File: config.mk
export PLATFORM = sky130hd
export DESIGN_NAME = cache_ctrl
export DESIGN_NICKNAME = d
export VERILOG_FILES = /design/src/rtl/cache_pkg.sv /design/src/rtl/cache_addr_split.sv /design/src/rtl/cache_victim_pick.sv /design/src/rtl/cache_flush_timer.sv /design/src/rtl/cache_ctrl.sv
export SDC_FILE = /design/constraint.sdc
export NUM_CORES = 1
export LEC_CHECK = 0
export CAP_MARGIN = 20
export CORE_AREA = 2 2 176 178
export CTS_BUF_LIST = sky130_fd_sc_hd__clkbuf_8
export CTS_CLUSTER_DIAMETER = 80
export DETAILED_ROUTE_END_ITERATION = 10
export DIE_AREA = 0 0 178 180
export GPL_TIMING_DRIVEN = 0
export PLACE_DENSITY_LB_ADDON = 0.1
export SLEW_MARGIN = 20
export SYNTH_ARGS = -nofsm -noshare
export SYNTH_HDL_FRONTEND = slang
export SYNTH_SLANG_ARGS = --single-unit
File: constraint.sdc
create_clock -name clk -period 7.2 [get_ports clk]
set_clock_uncertainty 0.05 [all_clocks]
set_input_delay 1.44 -clock clk [delete_from_list [all_inputs] [get_ports clk]]
set_output_delay 1.44 -clock clk [all_outputs]
set_load 0.005 [all_outputs]
File: src/rtl/cache_pkg.sv
package cache_pkg;
  typedef enum logic [1:0] {ACC_READ = 2'd0, ACC_WRITE = 2'd1, ACC_FETCH = 2'd2} acc_e;
  typedef enum logic [1:0] {MEM_FILL = 2'd0, MEM_WBACK = 2'd1, MEM_WTHRU = 2'd2} memop_e;
  typedef enum logic [1:0] {REPL_LRU = 2'd0, REPL_FIFO = 2'd1, REPL_RAND = 2'd2} repl_e;
  typedef enum logic [2:0] {ST_IDLE, ST_LOOK, ST_WBACK, ST_FILL, ST_WTHRU} state_e;
endpackage

File: src/rtl/cache_addr_split.sv
module cache_addr_split #(
  parameter int ADDR_W   = 16,
  parameter int OFF_W    = 3,
  parameter int IDX_BITS = 2,
  parameter int IDX_W    = 2,
  parameter int TAG_W    = 11
) (
  input  logic [ADDR_W-1:0] addr,
  output logic [TAG_W-1:0]  tag,
  output logic [IDX_W-1:0]  idx
);
  assign tag = addr[ADDR_W-1 -: TAG_W];
  if (IDX_BITS == 0) begin : g_one_set
    assign idx = '0;
  end else begin : g_sets
    assign idx = addr[OFF_W +: IDX_BITS];
  end
endmodule

File: src/rtl/cache_victim_pick.sv
module cache_victim_pick import cache_pkg::*; #(
  parameter int    WAYS  = 2,
  parameter int    WAY_W = 1,
  parameter int    TS_W  = 8,
  parameter repl_e REPL  = REPL_LRU
) (
  input  logic [WAYS-1:0]           valid,
  input  logic [WAYS-1:0][TS_W-1:0] stamp,
  input  logic [TS_W-1:0]           now,
  input  logic [WAY_W-1:0]          rnd,
  output logic [WAY_W-1:0]          victim
);
  logic [TS_W-1:0] best_age;
  logic [TS_W-1:0] age;

  always_comb begin
    victim   = '0;
    best_age = '0;
    age      = '0;
    // oldest stamp wins; modular age survives stamp counter wrap
    for (int w = 0; w < WAYS; w++) begin
      age = now - stamp[w];
      if (w == 0 || age > best_age) begin
        best_age = age;
        victim   = WAY_W'(w);
      end
    end
    if (REPL == REPL_RAND && WAYS > 1) victim = rnd;
    // a free way always takes precedence, lowest index first
    for (int w = WAYS - 1; w >= 0; w--) begin
      if (!valid[w]) victim = WAY_W'(w);
    end
  end
endmodule

File: src/rtl/cache_flush_timer.sv
module cache_flush_timer #(
  parameter int FLUSH_CNT = 0,
  localparam int CNT_W = $clog2(FLUSH_CNT + 2)
) (
  input  logic clk,
  input  logic rst_n,
  input  logic done,
  output logic flush
);
  logic [CNT_W-1:0] cnt_q, cnt_d;
  logic             at_last;

  assign at_last = (FLUSH_CNT != 0) && (cnt_q == CNT_W'(FLUSH_CNT - 1));
  assign flush   = done && at_last;

  always_comb begin
    cnt_d = cnt_q;
    if (flush)     cnt_d = '0;
    else if (done) cnt_d = cnt_q + 1'b1;
  end

  always_ff @(posedge clk or negedge rst_n) begin
    if (!rst_n) cnt_q <= '0;
    else        cnt_q <= cnt_d;
  end

  if (FLUSH_CNT > 0) begin : g_chk
    p_count_bound_r10: assert property (@(posedge clk) disable iff (!rst_n)
      cnt_q < CNT_W'(FLUSH_CNT));
  end
endmodule

File: src/rtl/cache_ctrl.sv
module cache_ctrl import cache_pkg::*; #(
  parameter int    ADDR_W      = 16,
  parameter int    CACHE_BYTES = 64,
  parameter int    LINE_BYTES  = 8,
  parameter int    ASSOC       = 2,
  parameter repl_e REPL        = REPL_LRU,
  parameter bit    COPY_BACK   = 1'b1,
  parameter bit    WRITE_ALLOC = 1'b1,
  parameter int    FLUSH_CNT   = 0,
  parameter int    TS_W        = 8,
  localparam int   LINES       = CACHE_BYTES / LINE_BYTES,
  localparam int   WAYS        = (ASSOC == 0) ? LINES : ASSOC,
  localparam int   WAY_W       = (WAYS > 1) ? $clog2(WAYS) : 1
) (
  input  logic              clk,
  input  logic              rst_n,
  input  logic              req_valid,
  input  logic [1:0]        req_type,
  input  logic [ADDR_W-1:0] req_addr,
  output logic              busy,
  output logic              resp_valid,
  output logic              resp_hit,
  output logic [WAY_W-1:0]  resp_way,
  output logic              mem_req,
  output logic [1:0]        mem_op,
  output logic [ADDR_W-1:0] mem_addr,
  input  logic              mem_ack
);
  localparam int SETS     = LINES / WAYS;
  localparam int OFF_W    = $clog2(LINE_BYTES);
  localparam int IDX_BITS = $clog2(SETS);
  localparam int IDX_W    = (IDX_BITS > 0) ? IDX_BITS : 1;
  localparam int TAG_W    = ADDR_W - OFF_W - IDX_BITS;
  localparam int LFSR_W   = 8;

  // configuration legality
  if (COPY_BACK && !WRITE_ALLOC) begin : g_bad_policy
    $error("copy-back requires write-allocate");
  end
  if ((CACHE_BYTES & (CACHE_BYTES - 1)) != 0 || (LINE_BYTES & (LINE_BYTES - 1)) != 0 ||
      LINE_BYTES >= CACHE_BYTES || (ASSOC != 0 && (ASSOC & (ASSOC - 1)) != 0) ||
      WAYS > LINES) begin : g_bad_geometry
    $error("illegal cache geometry");
  end

  // reset: asserted asynchronously, released on the clock
  logic rst_m, rst_q;
  always_ff @(posedge clk or negedge rst_n) begin
    if (!rst_n) {rst_q, rst_m} <= 2'b00;
    else        {rst_q, rst_m} <= {rst_m, 1'b1};
  end

  // control state and captured reference
  state_e            state_q, state_d;
  logic [1:0]        q_type;
  logic [ADDR_W-1:0] q_addr;
  logic [WAY_W-1:0]  vic_q;
  logic [TS_W-1:0]   now_q;
  logic [LFSR_W-1:0] lfsr_q, lfsr_d;
  logic              accept, is_wr, done, flush;

  assign accept = req_valid && (state_q == ST_IDLE);
  assign is_wr  = (q_type == ACC_WRITE);

  logic [TAG_W-1:0] q_tag;
  logic [IDX_W-1:0] q_idx;

  cache_addr_split #(
    .ADDR_W(ADDR_W), .OFF_W(OFF_W), .IDX_BITS(IDX_BITS), .IDX_W(IDX_W), .TAG_W(TAG_W)
  ) u_split (
    .addr(q_addr), .tag(q_tag), .idx(q_idx)
  );

  // tag store
  logic [WAYS-1:0] v_r [SETS];
  logic [WAYS-1:0] d_r [SETS];
  logic [TAG_W-1:0] tag_r [SETS][WAYS];
  logic [TS_W-1:0]  ts_r  [SETS][WAYS];

  logic [WAYS-1:0]           set_v, set_d, hit_vec;
  logic [WAYS-1:0][TS_W-1:0] set_ts;
  logic                      hit_any;
  logic [WAY_W-1:0]          hit_way, vic_way;

  assign set_v = v_r[q_idx];
  assign set_d = d_r[q_idx];

  always_comb begin
    hit_any = 1'b0;
    hit_way = '0;
    for (int w = 0; w < WAYS; w++) begin
      set_ts[w]  = ts_r[q_idx][w];
      hit_vec[w] = set_v[w] && (tag_r[q_idx][w] == q_tag);
      if (hit_vec[w]) begin
        hit_any = 1'b1;
        hit_way = WAY_W'(w);
      end
    end
  end

  cache_victim_pick #(
    .WAYS(WAYS), .WAY_W(WAY_W), .TS_W(TS_W), .REPL(REPL)
  ) u_pick (
    .valid(set_v), .stamp(set_ts), .now(now_q), .rnd(lfsr_q[WAY_W-1:0]), .victim(vic_way)
  );

  cache_flush_timer #(.FLUSH_CNT(FLUSH_CNT)) u_flush (
    .clk(clk), .rst_n(rst_q), .done(done), .flush(flush)
  );

  // next state
  logic look, miss;
  assign look = (state_q == ST_LOOK);
  assign miss = look && !hit_any;

  always_comb begin
    state_d = state_q;
    case (state_q)
      ST_IDLE:  if (accept) state_d = ST_LOOK;
      ST_LOOK: begin
        if (hit_any)                             state_d = (is_wr && !COPY_BACK) ? ST_WTHRU : ST_IDLE;
        else if (is_wr && !WRITE_ALLOC)          state_d = ST_WTHRU;
        else if (set_v[vic_way] && set_d[vic_way]) state_d = ST_WBACK;
        else                                     state_d = ST_FILL;
      end
      ST_WBACK: if (mem_ack) state_d = ST_FILL;
      ST_FILL:  if (mem_ack) state_d = (is_wr && !COPY_BACK) ? ST_WTHRU : ST_IDLE;
      ST_WTHRU: if (mem_ack) state_d = ST_IDLE;
      default:  state_d = ST_IDLE;
    endcase
  end

  assign done = (state_q != ST_IDLE) && (state_d == ST_IDLE);

  // random source: x^8+x^6+x^5+x^4+1, one step per miss
  always_comb begin
    lfsr_d = lfsr_q;
    if (miss) lfsr_d = {lfsr_q[LFSR_W-2:0], lfsr_q[7] ^ lfsr_q[5] ^ lfsr_q[4] ^ lfsr_q[3]};
  end

  logic fill_ack, touch, set_dirty, fill_dirty;
  assign fill_ack   = (state_q == ST_FILL) && mem_ack;
  assign touch      = look && hit_any && (REPL != REPL_FIFO);
  assign set_dirty  = look && hit_any && is_wr && COPY_BACK;
  assign fill_dirty = is_wr && COPY_BACK;

  always_ff @(posedge clk or negedge rst_q) begin
    if (!rst_q) begin
      state_q <= ST_IDLE;
      now_q   <= '0;
      lfsr_q  <= LFSR_W'(1);
    end else begin
      state_q <= state_d;
      lfsr_q  <= lfsr_d;
      if (accept) now_q <= now_q + 1'b1;
    end
  end

  always_ff @(posedge clk) begin
    if (accept) begin
      q_type <= req_type;
      q_addr <= req_addr;
    end
    if (look) vic_q <= vic_way;
  end

  always_ff @(posedge clk or negedge rst_q) begin
    if (!rst_q) begin
      for (int s = 0; s < SETS; s++) begin
        v_r[s] <= '0;
        d_r[s] <= '0;
      end
    end else begin
      if (set_dirty) d_r[q_idx][hit_way] <= 1'b1;
      if (fill_ack) begin
        v_r[q_idx][vic_q] <= 1'b1;
        d_r[q_idx][vic_q] <= fill_dirty;
      end
      if (flush) begin
        for (int s = 0; s < SETS; s++) begin
          v_r[s] <= '0;
          d_r[s] <= '0;
        end
      end
    end
  end

  always_ff @(posedge clk) begin
    if (touch) ts_r[q_idx][hit_way] <= now_q;
    if (fill_ack) begin
      tag_r[q_idx][vic_q] <= q_tag;
      ts_r[q_idx][vic_q]  <= now_q;
    end
  end

  // outputs
  logic [ADDR_W-1:0] wb_addr, fill_addr;
  assign wb_addr   = (ADDR_W'(tag_r[q_idx][vic_q]) << (OFF_W + IDX_BITS)) |
                     (ADDR_W'(q_idx) << OFF_W);
  assign fill_addr = (ADDR_W'(q_tag) << (OFF_W + IDX_BITS)) | (ADDR_W'(q_idx) << OFF_W);

  assign busy       = (state_q != ST_IDLE);
  assign resp_valid = look;
  assign resp_hit   = look && hit_any;
  assign resp_way   = !look ? '0 : (hit_any ? hit_way : vic_way);

  always_comb begin
    mem_req  = 1'b0;
    mem_op   = MEM_FILL;
    mem_addr = '0;
    case (state_q)
      ST_WBACK: begin mem_req = 1'b1; mem_op = MEM_WBACK; mem_addr = wb_addr;   end
      ST_FILL:  begin mem_req = 1'b1; mem_op = MEM_FILL;  mem_addr = fill_addr; end
      ST_WTHRU: begin mem_req = 1'b1; mem_op = MEM_WTHRU; mem_addr = q_addr;    end
      default: ;
    endcase
  end

  // assertions
  p_resp_after_accept_r1: assert property (@(posedge clk) disable iff (!rst_q)
    resp_valid |-> ($past(req_valid) && !$past(busy)));

  p_mem_only_busy_r2: assert property (@(posedge clk) disable iff (!rst_q)
    mem_req |-> busy);

  p_mem_hold_r2: assert property (@(posedge clk) disable iff (!rst_q)
    (mem_req && !mem_ack) |=> (mem_req && $stable(mem_op) && $stable(mem_addr)));

  p_free_way_first_r3: assert property (@(posedge clk) disable iff (!rst_q)
    (resp_valid && !resp_hit && !(&set_v)) |-> !set_v[resp_way]);

  p_wb_then_fill_r7: assert property (@(posedge clk) disable iff (!rst_q)
    (mem_req && mem_op == MEM_WBACK && mem_ack) |=> (mem_req && mem_op == MEM_FILL));

  if (!COPY_BACK) begin : g_wt_chk
    p_no_wback_r8: assert property (@(posedge clk) disable iff (!rst_q)
      mem_req |-> (mem_op != MEM_WBACK));
  end
endmodule

[After elaboration in Yosys (flattened, before gate mapping)]
Memory sizes are Yosys's and may differ from the RTL's. A register that Yosys moved wholly into a read port is not among the register bits.
Cells that the tools add are included.
Cells by class
  $add $sub $neg: 3
  multiply operators: 0
  div/mod/pow operators: 0
  magnitude comparators: 12
  equality and inequality tests: 10
  shift operators: 0
  multiplexer cells: 70
  bitwise gates (word level): 23
  reductions and logical operators: 17
Operators with widths (count)
  16-bit case mux with 3 select lines: 1
  11-bit two-way mux: 4
  1-bit two-way mux: 34
  16-bit two-way mux: 2
  8-bit two-way mux: 4
  16-bit by 5-bit OR with 16-bit output: 2
  11-bit equality test: 2
  22-bit two-way mux: 1
  2-bit two-way mux: 9
  8-bit demux with 1-bit select: 2
  1-bit OR: 16
  8-bit OR: 2
  8-bit subtractor: 2
  1-bit logical AND: 12
  3-bit case mux with 4 select lines: 1
  11-bit demux with 1-bit select: 1
  3-bit two-way mux: 3
  8-bit by 1-bit adder with 8-bit output, second input constant: 1
  2-bit binary-select mux with 2-bit select: 2
  8-bit bitwise mux: 1
  2-bit demux with 2-bit select: 2
  8-bit greater-than comparator: 1
  3-bit by 2-bit equality test with 1-bit output, second input constant: 2
  1-bit by 2-bit less-than comparator with 1-bit output, second input constant: 3
  other kinds (19): 25
Storage, ports and cells
  bits in registers: 48
  bits in latches: 0
  RAM bits: 152
  ROM bits: 0
  bits of input ports: 22
  output and inout port bits: 23
  logic and storage cells: 152
  memories kept: 2
Memory list
  tag_r: depth 4, bits a word 22, read ports 1, clocked after memory_dff 1, write ports 1, line cache_ctrl.sv:77  | logic [TAG_W-1:0] tag_r [SETS][WAYS];
  ts_r: depth 4, bits a word 16, read ports 1, clocked after memory_dff 1, write ports 1, line cache_ctrl.sv:78  | logic [TS_W-1:0] ts_r [SETS][WAYS];

[Longest topological paths before layout]
  word-level depth: 16
  gate-level depth with buffers: 21
  depth with buffers taken out: 17

[Modules after synthesis]
Synthesis repeated with hierarchy kept, for this count alone.
Unflattened totals
  cell total of the unflattened synthesis: 646
  area total of the unflattened synthesis: 9874.5 µm²
By module, submodules not included
  cache_ctrl: times used 1, cells each 522, area an instance 8946.1 µm², seq. area each 6062.1 µm²
  cache_victim_pick: times used 1, cells each 109, area an instance 819.5 µm², seq. area each 0.0 µm²
  cache_addr_split: times used 1, cells each 13, area an instance 97.6 µm², seq. area each 0.0 µm²
  cache_flush_timer: times used 1, cells each 2, area an instance 11.3 µm², seq. area each 0.0 µm²

[Worst setup path before layout]
OpenSTA, ideal clock, no wires.
  kind: reg-to-output
  start point: register with a tool-made name
  end point: output port resp_way
  data arrival time: 4.011 ns
  data required time: 5.710 ns
  setup slack: 1.699 ns
  stages on the path, launching flop included: 21
  path buffers: 4
  cells stage by stage: dfxtp_1 -> buf_2 -> buf_6 -> buf_6 -> clkbuf_1 -> mux4_2 -> ha_1 -> fa_1 -> inv_1 -> a21o_1 -> a21oi_1 -> o21bai_1 -> a21oi_1 -> xnor2_1 -> ha_1 -> nand4_1 -> a21oi_1 -> o22ai_1 -> a21boi_0 -> a21oi_1 -> nor3_1
RTL lines
  to (decl): line cache_ctrl.sv:23  | output logic [WAY_W-1:0] resp_way,

==> run_summary.xml <==
<?xml version="1.0" encoding="UTF-8"?>
<metrics>
  <group name="global_route">
    <metric name="grt_usage" unit="%">13.7</metric>
    <metric name="grt_pass1_vias" unit="">5115</metric>
    <metric name="wire_length_of_the_first_global_routing_pass" unit="mm">31.8</metric>
    <metric name="overflow_left_after_global_routing" unit="">0</metric>
    <metric name="grt_start_max_net_pins" unit="">27</metric>
    <metric name="grt_antenna_before_repair" unit="">0</metric>
  </group>
  <group name="sta">
    <metric name="final-setup-viol-count" unit="">0</metric>
    <metric name="report.final.slew_viol_count" unit="">0</metric>
    <metric name="fin_crit_period" unit="ns">6.88</metric>
    <metric name="worst-slew-pin-transition" unit="ns">0.906</metric>
    <metric name="timing.slew.headroom" unit="%">39.6</metric>
    <metric name="achievable-frequency" unit="GHz">0.145</metric>
    <metric name="finalHoldViolCount" unit="">0</metric>
    <metric name="setup_repair_after_global_routing_missed_its_margin" unit="">no</metric>
    <metric name="finalCritPeriodShare" unit="%">95.6</metric>
  </group>
  <group name="cts">
    <metric name="clk_pin_slew_worst_paths" unit="ns">0.12</metric>
    <metric name="cts_resized" unit="">10</metric>
    <metric name="worstSkewPairLatency" unit="ns">0.47</metric>
    <metric name="cts_inserted_buffers" unit="">17</metric>
    <metric name="post_cts.repair.setup_buffers" unit="">0</metric>
    <metric name="cts_sinks" unit="">198</metric>
    <metric name="cts-root-buf" unit="">sky130_fd_sc_hd__clkbuf_8</metric>
    <metric name="cts_hold_buffers" unit="">0</metric>
    <metric name="cts.path.max_buffers" unit="">2</metric>
    <metric name="clock_tree_from_tritoncts" unit="">built</metric>
    <metric name="htree_levels" unit="">4</metric>
  </group>
  <group name="yosys">
    <metric name="synth.largest_area_cell" unit="">sky130_fd_sc_hd__edfxtp_1</metric>
    <metric name="yosysWarningCount" unit="">0</metric>
    <metric name="postSynth.topFlopCell" unit="">sky130_fd_sc_hd__edfxtp_1</metric>
    <metric name="async_reset_ff_share" unit="%">14.1</metric>
    <metric name="synth_edf_count" unit="">168</metric>
    <metric name="syn_area_per_cell" unit="µm²">16.2</metric>
    <metric name="synth_seq_cells" unit="">198</metric>
    <metric name="synth-seq-area-share" unit="%">65.1</metric>
    <metric name="post_synth_num_cell_types" unit="">53</metric>
    <metric name="synth_top_area_share" unit="%">56.7</metric>
    <metric name="synthCells" unit="">550</metric>
    <metric name="top_post_synthesis_cells_by_area" unit="">sky130_fd_sc_hd__edfxtp_1 57%, sky130_fd_sc_hd__mux4_2 9.4%, sky130_fd_sc_hd__dfrtp_1 7.9%</metric>
    <metric name="area_of_the_mapped_netlist" unit="µm²">8890</metric>
  </group>
  <group name="finish">
    <metric name="area_growth_syn_to_layout" unit="%">16.9</metric>
    <metric name="fin_area" unit="µm²">10400</metric>
    <metric name="most_frequent_cells_in_the_layout" unit="">168 x sky130_fd_sc_hd__edfxtp_1, 37 x sky130_fd_sc_hd__mux4_2, 37 x sky130_fd_sc_hd__clkdlybuf4s50_1, 35 x sky130_fd_sc_hd__xnor2_1, 27 x sky130_fd_sc_hd__dfrtp_1</metric>
    <metric name="diodes" unit="">0</metric>
    <metric name="drive_above_1_share" unit="%">22.1</metric>
    <metric name="nets" unit="">665</metric>
    <metric name="mostFrequentLayoutCell" unit="">sky130_fd_sc_hd__edfxtp_1</metric>
  </group>
  <group name="worst_setup_path">
    <metric name="timing.setup.critical_path_class" unit="">register to output port</metric>
    <metric name="crit_slowest_cell" unit="">sky130_fd_sc_hd__clkdlybuf4s50_1</metric>
    <metric name="type_of_element_capturing_the_critical_path" unit="">output port</metric>
    <metric name="cp_slowest_stage_delay" unit="ns">0.56</metric>
    <metric name="timing.critical_path.cells" unit="">buf_4 -&gt; buf_8 -&gt; clkbuf_8 -&gt; mux4_2 -&gt; ha_1 -&gt; fa_1 -&gt; inv_1 -&gt; a21o_1 -&gt; a21oi_1 -&gt; o21bai_1 -&gt; a21oi_1 -&gt; xnor2_1 -&gt; ha_1 -&gt; nand4_1 -&gt; a21oi_1 -&gt; o22ai_2 -&gt; a21boi_2 -&gt; a21oi_1 -&gt; nor3_2 -&gt; clkdlybuf4s50_1</metric>
    <metric name="startpoint_type" unit="">register</metric>
    <metric name="worstPathArrival" unit="ns">5.39</metric>
    <metric name="cp_max_fo" unit="">19</metric>
    <metric name="critPathMostFrequentCell" unit="">sky130_fd_sc_hd__a21oi_1</metric>
    <metric name="worst-endpoint-required" unit="ns">5.71</metric>
  </group>
  <group name="pwr">
    <metric name="seq_power_share" unit="%">41.1</metric>
    <metric name="power_report.internal_total" unit="W">0.00234</metric>
    <metric name="pwr_density_cell" unit="nW/µm²">353</metric>
    <metric name="static-leakage-power" unit="nW">3.60</metric>
    <metric name="power.switching_fraction" unit="%">36.2</metric>
    <metric name="netsw" unit="W">0.00133</metric>
    <metric name="pwr-share-clk" unit="%">21.2</metric>
    <metric name="power.ir.vdd_worst" unit="mV">0.121</metric>
    <metric name="power" unit="W">0.00367</metric>
    <metric name="pwr-share-comb" unit="%">37.7</metric>
  </group>
  <group name="worst_hold_path">
    <metric name="holdCritPathClass" unit="">register to asynchronous set/reset pin</metric>
  </group>
  <group name="route">
    <metric name="drc_errors" unit="">0</metric>
    <metric name="avgRoutedWirePerCell" unit="µm">20.4</metric>
    <metric name="num_vias" unit="">4795</metric>
    <metric name="route.antenna.remaining_nets" unit="">0</metric>
    <metric name="drtPass1Iterations" unit="">4</metric>
    <metric name="routed_wirelength" unit="mm">20.9</metric>
    <metric name="drtIter0Drc" unit="">342</metric>
    <metric name="post_drt_via_cell_ratio" unit="">4.68</metric>
  </group>
  <group name="die">
    <metric name="io_pins" unit="">45</metric>
    <metric name="overall_die_area" unit="µm²">32000</metric>
    <metric name="die_span_in_y" unit="µm">180</metric>
    <metric name="floorplan.rows" unit="">64</metric>
    <metric name="design.core.area" unit="µm²">30200</metric>
    <metric name="die-width" unit="µm">178</metric>
    <metric name="initial_core_util" unit="%">29.5</metric>
  </group>
  <group name="job">
    <metric name="cap_viol_max_count" unit="">0</metric>
  </group>
  <group name="place">
    <metric name="hpwlAfterDp" unit="mm">14.7</metric>
    <metric name="placed_area" unit="µm²">9910</metric>
    <metric name="buffer_ports.inserted" unit="">37</metric>
    <metric name="routabilityCongestion" unit="">0.768</metric>
  </group>
  <group name="run_status">
    <metric name="status" unit="">complete, no violations</metric>
  </group>
</metrics>
==> registers in the layout, indices dropped and copies added (netlist names), named ones only <==
name,flops
d_r,8
now_q,8
q_addr,13
q_type,2
rst_m,1
rst_q,1
state_q,2
tag_r,88
ts_r,64
v_r,8
vic_q,1
==> synth_stat cells, types with 2 or more instances <==
master,count
sky130_fd_sc_hd__mux2i_1,16
sky130_fd_sc_hd__buf_2,3
sky130_fd_sc_hd__or2_2,9
sky130_fd_sc_hd__buf_4,6
sky130_fd_sc_hd__xor2_1,12
sky130_fd_sc_hd__dfrtp_1,28
sky130_fd_sc_hd__fa_1,2
sky130_fd_sc_hd__buf_6,7
sky130_fd_sc_hd__inv_1,25
sky130_fd_sc_hd__and2_1,2
sky130_fd_sc_hd__nand4_1,10
sky130_fd_sc_hd__xnor2_1,35
sky130_fd_sc_hd__a311oi_1,2
sky130_fd_sc_hd__nand3_1,3
sky130_fd_sc_hd__a21o_1,4
sky130_fd_sc_hd__o21bai_1,2
sky130_fd_sc_hd__mux4_2,37
sky130_fd_sc_hd__a21oi_2,4
sky130_fd_sc_hd__edfxtp_1,168
sky130_fd_sc_hd__ha_1,25
sky130_fd_sc_hd__nand2_1,23
sky130_fd_sc_hd__dfxtp_1,2
sky130_fd_sc_hd__nor2b_1,2
sky130_fd_sc_hd__nand2b_1,3
sky130_fd_sc_hd__buf_1,3
sky130_fd_sc_hd__mux2_2,5
sky130_fd_sc_hd__clkbuf_1,8
sky130_fd_sc_hd__and3_1,2
sky130_fd_sc_hd__nor3_1,3
sky130_fd_sc_hd__o2bb2a_1,3
sky130_fd_sc_hd__o2bb2a_4,4
sky130_fd_sc_hd__a211oi_1,3
sky130_fd_sc_hd__conb_1,2
sky130_fd_sc_hd__o21ai_0,21
sky130_fd_sc_hd__or2b_1,2
sky130_fd_sc_hd__nor2_1,25
sky130_fd_sc_hd__a21oi_1,23
==> worst max-delay path: cells and delay by family, from the launching register on <==
family | cells | cell delay (ns)
AOI/OAI and AO/OA | 8 | 1.24
xor gates and xnor gates | 1 | 0.13
adders and majority gates | 3 | 0.94
buffers and inverters | 5 | 1.34
DFF | 1 | 0.32
muxes | 1 | 0.55
and+or+nand+nor | 2 | 0.39
==> worst paths after layout <==
check | startpoint | endpoint | slack (ns) | depth (start not counted)
setup / recovery | register | resp_way | 0.32 | 20
hold / removal | rst_q$_DFF_PN0_ | d_r[1]$_DFF_PN0_ | 0.24 | 0
setup reg to reg | register | state_q[0]$_DFFE_PN0P_ | 2.32 | 18
hold reg to reg | rst_q$_DFF_PN0_ | d_r[1]$_DFF_PN0_ | 0.24 | 0
max in group asynchronous | rst_n | rst_q$_DFF_PN0_ | 5.92 | 1
min in group clk | rst_m$_DFF_PN0_ | rst_q$_DFF_PN0_ | 0.32 | 0
==> logic make-up after synthesis <==
kind of cell	after synthesis	share of synthesized area, %
DFF	198	65.1
buffers and inverters	53	3.12
xor gates and xnor gates	47	4.63
other	2	0.0844
AOI/OAI and AO/OA	75	6.09
adders and majority gates	27	3.97
muxes	59	12.0
and+or+nand+nor	89	5.08
==> final cells by class <==
type,instances,area (µm²)
clock buffer,17,234
sequential,198,5790
inverter,26,97.6
multi-input combinational,302,2890
fill,2866,19800
clock inverter,15,213
tap,396,495
buffer,24,185
timing repair buffer,47,499
==> per-stage QoR <==
step | setup WS [ns] | std cells | hold slack [ns] | TNS [ns] | utilization, %
floorplan | 1.70 | 553 | 0.281 | 0 | -
finish | 0.320 | 1025 | 0.243 | 0 | 34.4
global placement | -0.473 | 986 | 0.289 | -0.473 | 32.4
CTS | 0.0808 | 1026 | 0.321 | 0 | 34.4
detailed placement | -0.430 | 995 | 0.290 | -0.430 | 32.8
global route | 0.00738 | 1025 | 0.296 | 0 | 34.4
==> power groups by stage <==
stage	clock network [W]	logic, W	registers (W)
2_1_floorplan	0	0.000913	0.00149
3_3_place_gp	0	0.00135	0.00153
5_1_grt	0.000844	0.00154	0.00153
6_report	0.000779	0.00139	0.00151
4_1_cts	0.000803	0.00140	0.00151
3_5_place_dp	0	0.00137	0.00154
==> metal layers <==
metal	vias to the layer above	part of all wire (%)	wire [µm]	GRT usage, %
met5	-	0	0	0
met4	0	2.0	413	3.93
met3	30	2.8	579	2.39
met2	93	46	9720	21.1
met1	2452	49	10200	19.7
li1	2220	-	-	-
(Power assumes the default switching activity.)
